<file path="src/rtl/brd_pkg.sv">
package brd_pkg;

    // Default geometry of the detector.
    localparam int BRD_DATA_W = 64;
    localparam int BRD_SEG_W  = 8;

    // Number of byte boundaries examined per word.
    function automatic int brd_seg_count(input int data_w, input int seg_w);
        return data_w / seg_w;
    endfunction

endpackage

</file>
<file path="src/rtl/run_window_cmp.sv">
// One window test: all bits equal when every adjacent pair matches.
module run_window_cmp #(
    parameter int WIN_W = 9
) (
    input  logic [WIN_W-1:0] win,
    output logic             hit
);
    logic [WIN_W-2:0] pair_eq;

    always_comb begin
        pair_eq = win[WIN_W-1:1] ~^ win[WIN_W-2:0];
        hit     = &pair_eq;
    end
endmodule

</file>
<file path="src/rtl/run_flag_array.sv">
// Parallel set of window tests, one per segment boundary.
module run_flag_array #(
    parameter int DATA_W = 64,
    parameter int SEG_W  = 8,
    localparam int NSEG  = DATA_W / SEG_W
) (
    input  logic [DATA_W:0]   view,
    output logic [NSEG-1:0]   hit
);
    for (genvar k = 0; k < NSEG; k++) begin : g_win
        run_window_cmp #(
            .WIN_W(SEG_W + 1)
        ) u_cmp (
            .win(view[k*SEG_W +: SEG_W+1]),
            .hit(hit[k])
        );
    end
endmodule

</file>
<file path="src/rtl/byte_run_detector.sv">
module byte_run_detector
    import brd_pkg::*;
#(
    parameter int DATA_W = BRD_DATA_W,
    parameter int SEG_W  = BRD_SEG_W,
    localparam int NSEG  = brd_seg_count(DATA_W, SEG_W)
) (
    input  logic              clk,
    input  logic              rst,
    input  logic              word_valid,
    input  logic [DATA_W-1:0] word_in,
    output logic              run_valid,
    output logic [NSEG-1:0]   run_flags
);
    typedef struct packed {
        logic [DATA_W-1:0] hold;
        logic              hold_vld;
        logic [NSEG-1:0]   flags;
        logic              out_vld;
    } state_t;

    state_t st_d, st_q;

    logic [DATA_W:0]  view;
    logic [NSEG-1:0]  hit;

    // Wire-only view: held word plus the first bit of its successor.
    assign view = {word_in[0], st_q.hold};

    run_flag_array #(
        .DATA_W(DATA_W),
        .SEG_W (SEG_W)
    ) u_flags (
        .view(view),
        .hit (hit)
    );

    always_comb begin
        st_d = st_q;
        st_d.out_vld = word_valid && st_q.hold_vld;
        st_d.flags   = (word_valid && st_q.hold_vld) ? hit : '0;
        if (word_valid) begin
            st_d.hold     = word_in;
            st_d.hold_vld = 1'b1;
        end
    end

    always_ff @(posedge clk) begin
        if (rst) begin
            st_q <= '0;
        end else begin
            st_q <= st_d;
        end
    end

    assign run_valid = st_q.out_vld;
    assign run_flags = st_q.flags;

    // Names seen by the bound checker.
    logic              hold_vld_q;
    logic [DATA_W-1:0] hold_q;
    assign hold_vld_q = st_q.hold_vld;
    assign hold_q     = st_q.hold;
endmodule

</file>
<file path="config.mk">
export PLATFORM = sky130hd
export DESIGN_NAME = byte_run_detector
export DESIGN_NICKNAME = d
export VERILOG_FILES = /design/src/rtl/brd_pkg.sv /design/src/rtl/run_window_cmp.sv /design/src/rtl/run_flag_array.sv /design/src/rtl/byte_run_detector.sv
export SDC_FILE = /design/constraint.sdc
export NUM_CORES = 1
export LEC_CHECK = 0
export BUFFER_PORTS_ARGS = -buffer_cell sky130_fd_sc_hd__buf_2
export CAP_MARGIN = 0
export CORE_ASPECT_RATIO = 0.9
export CORE_UTILIZATION = 30
export CTS_BUF_LIST = sky130_fd_sc_hd__clkbuf_4 sky130_fd_sc_hd__clkbuf_8
export CTS_CLUSTER_DIAMETER = 120
export DETAILED_ROUTE_END_ITERATION = 16
export PLACE_DENSITY = 0.61
export SYNTH_ARGS = -nofsm -noshare
export SYNTH_HDL_FRONTEND = slang
export SYNTH_SLANG_ARGS = --single-unit
</file>
<file path="constraint.sdc">
create_clock -name clk -period 3.62 [get_ports clk]
set_clock_uncertainty 0.05 [all_clocks]
set_input_delay 0.724 -clock clk [delete_from_list [all_inputs] [get_ports clk]]
set_output_delay 0.724 -clock clk [all_outputs]
set_load 0.005 [all_outputs]
</file>
==> metrics.txt, run 1 <==
outcome finished, final reports clean; Ports 76; Routed Antenna Nets 0; Final setup viols 0; Setup crit start word_valid; fraction of layout cells with a size suffix above 1 0.264; CP endpoint kind flip-flop; total CTS buffers 9; DR vias 2255; H-Tree Depth 3; Mapped Nets 356; Post-Syn Area 2850 um^2; Leak 1.62 nW; Reg2Reg Depth 3; Reg clk slew, reported paths 80 ps; hold path endpoint hold_vld_q; worst-margin pin slew 661 ps; Sink Count 74; Core Box Area 9170 um^2; Ys Warns 0; RR Startpoint hold_q[4]; worst vdd ir 0.229 mV; antenna cell count 0; top cells by area, synth dfxtp_1, mux2i_1, nor2_1; syn avg cell area 9.85 um^2; Clock power frac 0.394; Comb pwr share 0.094; Worst EP arrival 1890 ps; drt total wl 6.01 mm; area share of the largest cell type after synthesis 0.520; Final Hold Fails 0; r2r setup slk 2330 ps; Residual DRC 0; latest clock arrival within the worst-skew pair 340 ps; post-synth top area cell dfxtp_1; P_int 0.00133 W; number of global-route vias before repair 2142; setup bufs post-CTS 0; Post-Route Setup TNS 0 ps; Layout Area Growth over Synthesis 24.3%; fin nets 430; Die Area 9880 um^2; CTS tree yes; DR WL/cell 12.3 um; synthesized flop and latch total 74; register area share after synthesis 0.520; FF-to-FF End run_flags[0]; max_cap viols 0; WS Path Type primary input to flip-flop; largest net degree at the start of global routing 66; Slew headroom 0.559; Hold Buf Count CTS 0; Port Buf Inserts 75; DR vias/cell 4.60; hpwl dp 4.25 mm; Slew Limit Fails 0; Switching Fraction 0.237; antenna violations before repair 0; Peak Freq 572 MHz; CP Max Fanout 31; PostCTS Resize Cnt 0; Reg power frac 0.512; RSZ-0062 raised after global routing no; row count 33; HP Class flip-flop to flip-flop; global route overflow 0; sw power 0.000413 W; Die Span Y 94.4 um; first-pass GRT wire length 9.75 mm; WP data required 3760 ps; crit share post-route 0.483; library cells used by synthesis 21; Die Wd 105 um; clock period minus worst slack 1750 ps; PwrDens 493 nW/um^2; Max Root-Sink Buffers 2; GP Congestion 0.723; Root Buffer clkbuf_8; PnR worst setup slack 1870 ps; first-pass detailed-route iteration total 5; Setup crit start kind primary input; Hold Crit Depth 2; initial core utilization 0.311; Mapped Cells 289; HP Start hold_vld_q; DR iter-0 viols 40; Place WS 1520 ps; Total GRT Usage 0.127
logic make-up after synthesis:
kind of cell,count (synthesis),synth area share
compound gates,8,0.0154
buf+inv,16,0.0294
flops,74,0.520
mux,64,0.225
simple gates,127,0.210
synthesized netlist by cell type:
library cell   n
a31o_1         1
or4_4          1
dfxtp_1       74
and4_1         2
nand3_1       13
nand3b_2       1
nor2_1        73
clkbuf_1       8
nor4_2         1
buf_2          1
or4_1          1
inv_1          1
a21oi_1        7
mux2i_1       64
nor4_1         8
nor3_1         6
nand4_1        8
nand2_1        6
buf_4          6
nand3b_1       1
or3_1          6
worst max-delay path: stages:
cell and delay, ps:
buf_4 420, buf_4 420, mux2i_1 230, nor2_1 70
power groups by stage:
stage	clock network [W]	registers, W	logic, W
finish	0.000687	0.000893	0.000164
global route	0.000751	0.000899	0.000183
CTS	0.000717	0.000893	0.000167
detailed placement	0	0.000912	0.000167
global placement	0	0.000909	0.000163
floorplan	0	0.000903	0.000112
registers in the layout, indices dropped and copies added, names as in the netlist:
| signal | count |
|---|---|
| hold_q | 64 |
| run_valid | 1 |
| run_flags | 8 |
| hold_vld_q | 1 |
per-layer routing:
layer,vias up,global-route usage,part of all wire
li1,1155,-,-
met1,1014,0.154,0.47
met2,72,0.209,0.45
met3,14,0.0442,0.060
met4,0,0.0493,0.018
met5,-,0,0
worst max-delay path by stage:
stage / depth (start not counted) / slack [ps] / endpoint
after floorplan: 5 / 1980 / hold_q[0]
after global placement: 4 / 1560 / hold_q[28]
after detailed placement: 4 / 1520 / hold_q[31]
after CTS: 4 / 1900 / hold_q[31]
after global routing: 4 / 1830 / hold_q[29]
final: 4 / 1870 / hold_q[31]
final cells by class:
class                           instances  area, um^2
Multi-Input combinational cell        199        1280
Clock inverter                          7        93.8
Timing Repair Buffer                   78         400
Clock buffer                            9         124
Sequential cell                        74        1480
Inverter                                1        3.75
Fill cell                             957        5630
Tap cell                              122         153
placed cells by master (no fill, tap or decap), types with 2 or more instances in the layout:
cell,Yosys,final
dfxtp_1,74,74
and4_1,2,2
mux2i_1,64,64
buf_2,1,74
clkinvlp_4,0,2
or3_1,6,6
nand2_1,6,6
a21oi_1,7,7
bufinv_16,0,2
nor2_1,73,73
nand4_1,8,8
clkbuf_8,0,9
nor4_1,8,8
clkinv_2,0,2
nand3_1,13,13
buf_4,6,4
nor3_1,6,6
metrics by stage:
| step | util | instances | power, W | hold slack, ps | instance area, um^2 |
|---|---|---|---|---|---|
| finish | 0.386 | 490 | 0.00174 | 435 | 3540 |
| global route | 0.386 | 490 | 0.00183 | 473 | 3540 |
| CTS | 0.386 | 490 | 0.00178 | 437 | 3540 |
| detailed placement | 0.362 | 474 | 0.00108 | 424 | 3320 |
| global placement | 0.362 | 474 | 0.00107 | 417 | 3320 |
| floorplan | - | 289 | 0.00102 | 405 | 2850 |
Power figures use the tool's default switching activity.
==> run 2, diff against run 1 <==
- clock period: 3.62 -> 1.75 ns (I/O delays scaled with it)
==> run 2 against run 1 <==
Net effect:
- sequential power increased by 110%
- core utilization unchanged
- sequential cell count unchanged
- cell area unchanged
- combinational power increased by 110%
- clock power increased by 95%
- final cell count increased by 0.41%
- routed wire length increased by 4.5%
- critical path depth decreased by 1
- sequential share of layout area unchanged
- critical path type is now flip-flop to flip-flop
- critical endpoint is now run_flags[0]
- largest cell class unchanged
==> metrics.txt, run 2 (synthesis results as in run 1) <==
Peak Freq 760 MHz; Cells after DPL 476; DR vias 2231; Layout Area Growth over Synthesis 24.3%; Sink Count 74; worst-margin pin slew 664 ps; latest clock arrival within the worst-skew pair 340 ps; max reg flops 64; row count 33; Reg clk slew, reported paths 80 ps; Worst EP arrival 1550 ps; DR vias/cell 4.53; largest net degree at the start of global routing 66; Die Span Y 94.4 um; Comb pwr share 0.097; most frequent cells in the layout dfxtp_1, buf_2, nor2_1, mux2i_1, nand3_1; Final Hold Fails 0; first-pass detailed-route iteration total 4; Slew Limit Fails 0; Hold Crit Depth 3; outcome finished, final reports clean; initial core utilization 0.311; P_int 0.00266 W; hpwl dp 4.45 mm; number of global-route vias before repair 2233; Reg2Reg Depth 3; fin nets 432; HP Class primary input to flip-flop; total power 0.00353 W; Core Box Area 9170 um^2; Switching Fraction 0.248; crit share post-route 0.752; Die Wd 105 um; Hold Buf Count CTS 0; Setup crit start kind flip-flop; Place WS 410 ps; Reg power frac 0.523; CTS tree yes; worst vdd ir 0.414 mV; global route overflow 0; Ports 76; Port Buf Inserts 75; Clock power frac 0.380; Leak 1.63 nW; WS Path Type flip-flop to flip-flop; Max Root-Sink Buffers 2; Residual DRC 0; PnR worst setup slack 434 ps; Root Buffer clkbuf_8; PostCTS Resize Cnt 0; GP Congestion 0.724; H-Tree Depth 3; first-pass GRT wire length 10.4 mm; PwrDens 999 nW/um^2; Filler cells 945; fraction of layout cells with a size suffix above 1 0.268; drt total wl 6.28 mm; max_cap viols 0; antenna cell count 0; Routed Antenna Nets 0; antenna violations before repair 0; Total GRT Usage 0.137; setup bufs post-CTS 0; post-route insts no fill 492; total CTS buffers 9; DR WL/cell 12.8 um; CP endpoint kind flip-flop; DR iter-0 viols 48; CP Max Fanout 3; clock period minus worst slack 1320 ps; Slew headroom 0.557; sw power 0.000878 W; Post-Route Setup TNS 0 ps; Die Area 9880 um^2; WP data required 1980 ps; Final setup viols 0; RSZ-0062 raised after global routing no
run 2: cell count changes in the layout (fill, tap and decap cells not counted):
| cell | previous run | this run |
|---|---|---|
| inv_6 | 0 | 1 |
| bufinv_16 | 2 | 1 |
| buf_4 | 4 | 6 |
| clkbuf_8 | 9 | 10 |
| clkinvlp_4 | 2 | 1 |
run 2: per-layer routing:
metal	wire (um)	vias to the layer above	track usage
li1	-	1157	-
met1	2990	1010	0.166
met2	2870	57	0.226
met3	361	7	0.0531
met4	55	0	0.0387
met5	0	-	0
run 2: area by class of cell:
type	instances	area, um^2	area share
inverter	1	3.75	0.00106
multi-input combinational	199	1280	0.362
clock buffer	10	138	0.0389
clock inverter	6	65.1	0.0184
timing repair buffer	80	415	0.117
sequential	74	1480	0.419
tap	122	153	0.0432
run 2: worst paths after layout:
check         startpoint      endpoint  slack, ps
min reg2reg   hold_vld_q    hold_vld_q        440
max            hold_q[4]  run_flags[0]        430
min          word_in[37]    hold_q[37]        190
max reg2reg    hold_q[4]  run_flags[0]        430
run 2: power groups by stage:
stage | combinational, W | sequential (W) | clock, W
floorplan | 0.000232 | 0.00187 | 0
global placement | 0.000339 | 0.00188 | 0
detailed placement | 0.000348 | 0.00189 | 0
CTS | 0.000350 | 0.00185 | 0.00140
global route | 0.000388 | 0.00186 | 0.00148
finish | 0.000343 | 0.00185 | 0.00134
run 2: through the flow:
stage | cell area (um^2) | utilization | hold WS [ps]
after CTS | 3540 | 0.386 | 169
after global routing | 3540 | 0.386 | 160
after detailed placement | 3330 | 0.364 | 434
final | 3540 | 0.386 | 186
after global placement | 3330 | 0.364 | 425
after floorplan | 2850 | - | 405
run 2: worst max-delay path, cell delays in order (launching register included):
cell	delay (ps)
dfxtp_1	330
or4_4	530
nor4_2	230
a31o_1	130
==> run 3, diff against run 2 <==
- PLACE_DENSITY: 0.61 -> 0.63
- clock period: 1.75 -> 1.15 ns (I/O delays scaled with it)
==> run 3 against run 2 <==
Net effect:
- the flow now finishes with violations (setup timing)
- die area did not move
- core utilization rose by 1.5 points
- worst setup slack got worse by 560 ps
- combinational power rose by 72%
- clock power rose by 28%
- hold slack got worse by 110 ps
- first-iteration DRC count fell by 33%
- sequential power rose by 52%
- routed wire length fell by 2.6%
- highest routed layer unchanged
==> metrics.txt, run 3 (synthesis results as in run 1) <==
RR Startpoint hold_q[6]; Top Family by Delay on Critical Path simple AND/OR/NAND/NOR gates; CP Max Fanout 2; crit share post-route 1.11; max_cap viols 0; worst-margin pin slew 439 ps; Reg2Reg Depth 3; Filler cells 951; Worst Setup EP run_flags[0]; Total GRT Usage 0.130; DR WL/cell 12.1 um; met2 GRT Util 0.210; HP Class primary input to flip-flop; max reg flops 64; clock period minus worst slack 1280 ps; most frequent cells in the layout buf_2, nor2_1, dfxtp_1, mux2i_1, buf_4; Levels on crit path 3; drt total wl 6.12 mm; Hold Buf Count CTS 0; Min Hold Slack 76.6 ps; GRT Max-Usage Layer met2; crit-path max cell delay 540 ps; WP data required 1380 ps; Place WS -121 ps; RSZ-0062 raised after global routing yes; CTS tree yes; Die Span Y 94.4 um; GP Congestion 0.726; Routed Antenna Nets 0; Die Wd 105 um; r2r setup slk -130 ps; Core Box Area 9170 um^2; met3 usage 0.0497; met1 usage 0.161; Peak Freq 781 MHz; total CTS buffers 9; WS Path Type flip-flop to flip-flop; fraction of layout cells with a size suffix above 1 0.321; CP bufs+invs 0; row count 33; DR vias/cell 4.51; area occupied by multi-input gates 1300 um^2; Leak 1.70 nW; Final Hold Fails 0; first-pass GRT wire length 9.99 mm; PwrDens 1400 nW/um^2; CP endpoint kind flip-flop; outcome complete, but fails checks; PnR worst setup slack -130 ps; worst vdd ir 0.671 mV; Setup crit start kind flip-flop; Max Root-Sink Buffers 2; violated checks setup timing; Residual DRC 0; latest clock arrival within the worst-skew pair 330 ps; number of global-route vias before repair 2137; Layout Area Growth over Synthesis 29.0%; DR iter-0 viols 32; Root Buffer clkbuf_8; antenna cell count 0; FF/Latch Area 1490 um^2; Reg clk slew, reported paths 70 ps; Slew Limit Fails 0; antenna violations before repair 0; global route overflow 0; Worst EP arrival 1510 ps; Sink Count 74; Port Buf Inserts 75; DR vias 2277; Setup crit start hold_q[6]; fin nets 446; Slew headroom 0.708; critical path's slowest cell or4_4; H-Tree Depth 3; hpwl dp 4.45 mm; critical path, cell by cell or4_4, nor4_4, a31o_1; Die Area 9880 um^2; initial core utilization 0.311; FF-to-FF End run_flags[0]; Ports 76; most common cell after layout, fill and taps aside buf_2; Final setup viols 1; first-pass detailed-route iteration total 4; largest net degree at the start of global routing 43
## run 3: cell types whose count changed in the layout (fill, tap and decap cells not counted), moves of 3 or more
cell / before / now
buf_4: 6 / 17
dfxtp_1: 74 / 65
clkbuf_4: 0 / 3
dfxtp_2: 0 / 9
buf_12: 0 / 3
## run 3: where the power goes
| group | total [W] | switching, W | internal [W] |
|---|---|---|---|
| Sequential | 0.00282 | 0.000108 | 0.00271 |
| Clock | 0.00172 | 0.000883 | 0.000838 |
| Combinational | 0.000590 | 0.000266 | 0.000325 |
## run 3: repair_timing
item	4_1_cts	5_1_grt
setup endpoints to repair	1	5
resized for setup	1	11
pin swaps	1	2
setup buffers	0	0
## run 3: stage by stage
step	setup TNS, ps	utilization	std cells	power [W]	instance area, um^2
floorplan	-87.8	-	289	0.00320	2850
global placement	-95.8	0.379	490	0.00343	3480
CTS	-141	0.398	505	0.00519	3640
global route	-159	0.400	505	0.00540	3670
finish	-130	0.400	505	0.00513	3670
detailed placement	-121	0.379	490	0.00345	3480
## run 3: layout make-up
class / count / area share
Multi-Input combinational cell: 199 / 0.354
Sequential cell: 74 / 0.407
Tap cell: 122 / 0.0416
Inverter: 1 / 0.00102
Clock buffer: 12 / 0.0399
Clock inverter: 3 / 0.00477
Timing Repair Buffer: 94 / 0.152
## run 3: how the worst min path moves through the flow
| stage | slack (ps) | depth (start not counted) | endpoint | start |
|---|---|---|---|---|
| final | 80 | 3 | hold_q[35] | word_in[35] |
| after global routing | 60 | 3 | hold_q[56] | word_in[56] |
| after CTS | 60 | 3 | hold_q[35] | word_in[35] |
| after detailed placement | 420 | 3 | hold_q[52] | word_in[52] |
| after global placement | 410 | 3 | hold_q[34] | word_in[34] |
| after floorplan | 330 | 2 | hold_q[44] | word_in[44] |
## run 3: tightest hold or removal path, stage by stage
cell     delay [ps]
buf_2            70
mux2i_1          50
nor2_1           70
## run 3: metal layers
layer | vias up | share of wire
met2 | 54 | 0.46
li1 | 1188 | -
met4 | 0 | 0.013
met3 | 9 | 0.048
met1 | 1026 | 0.48
met5 | - | 0
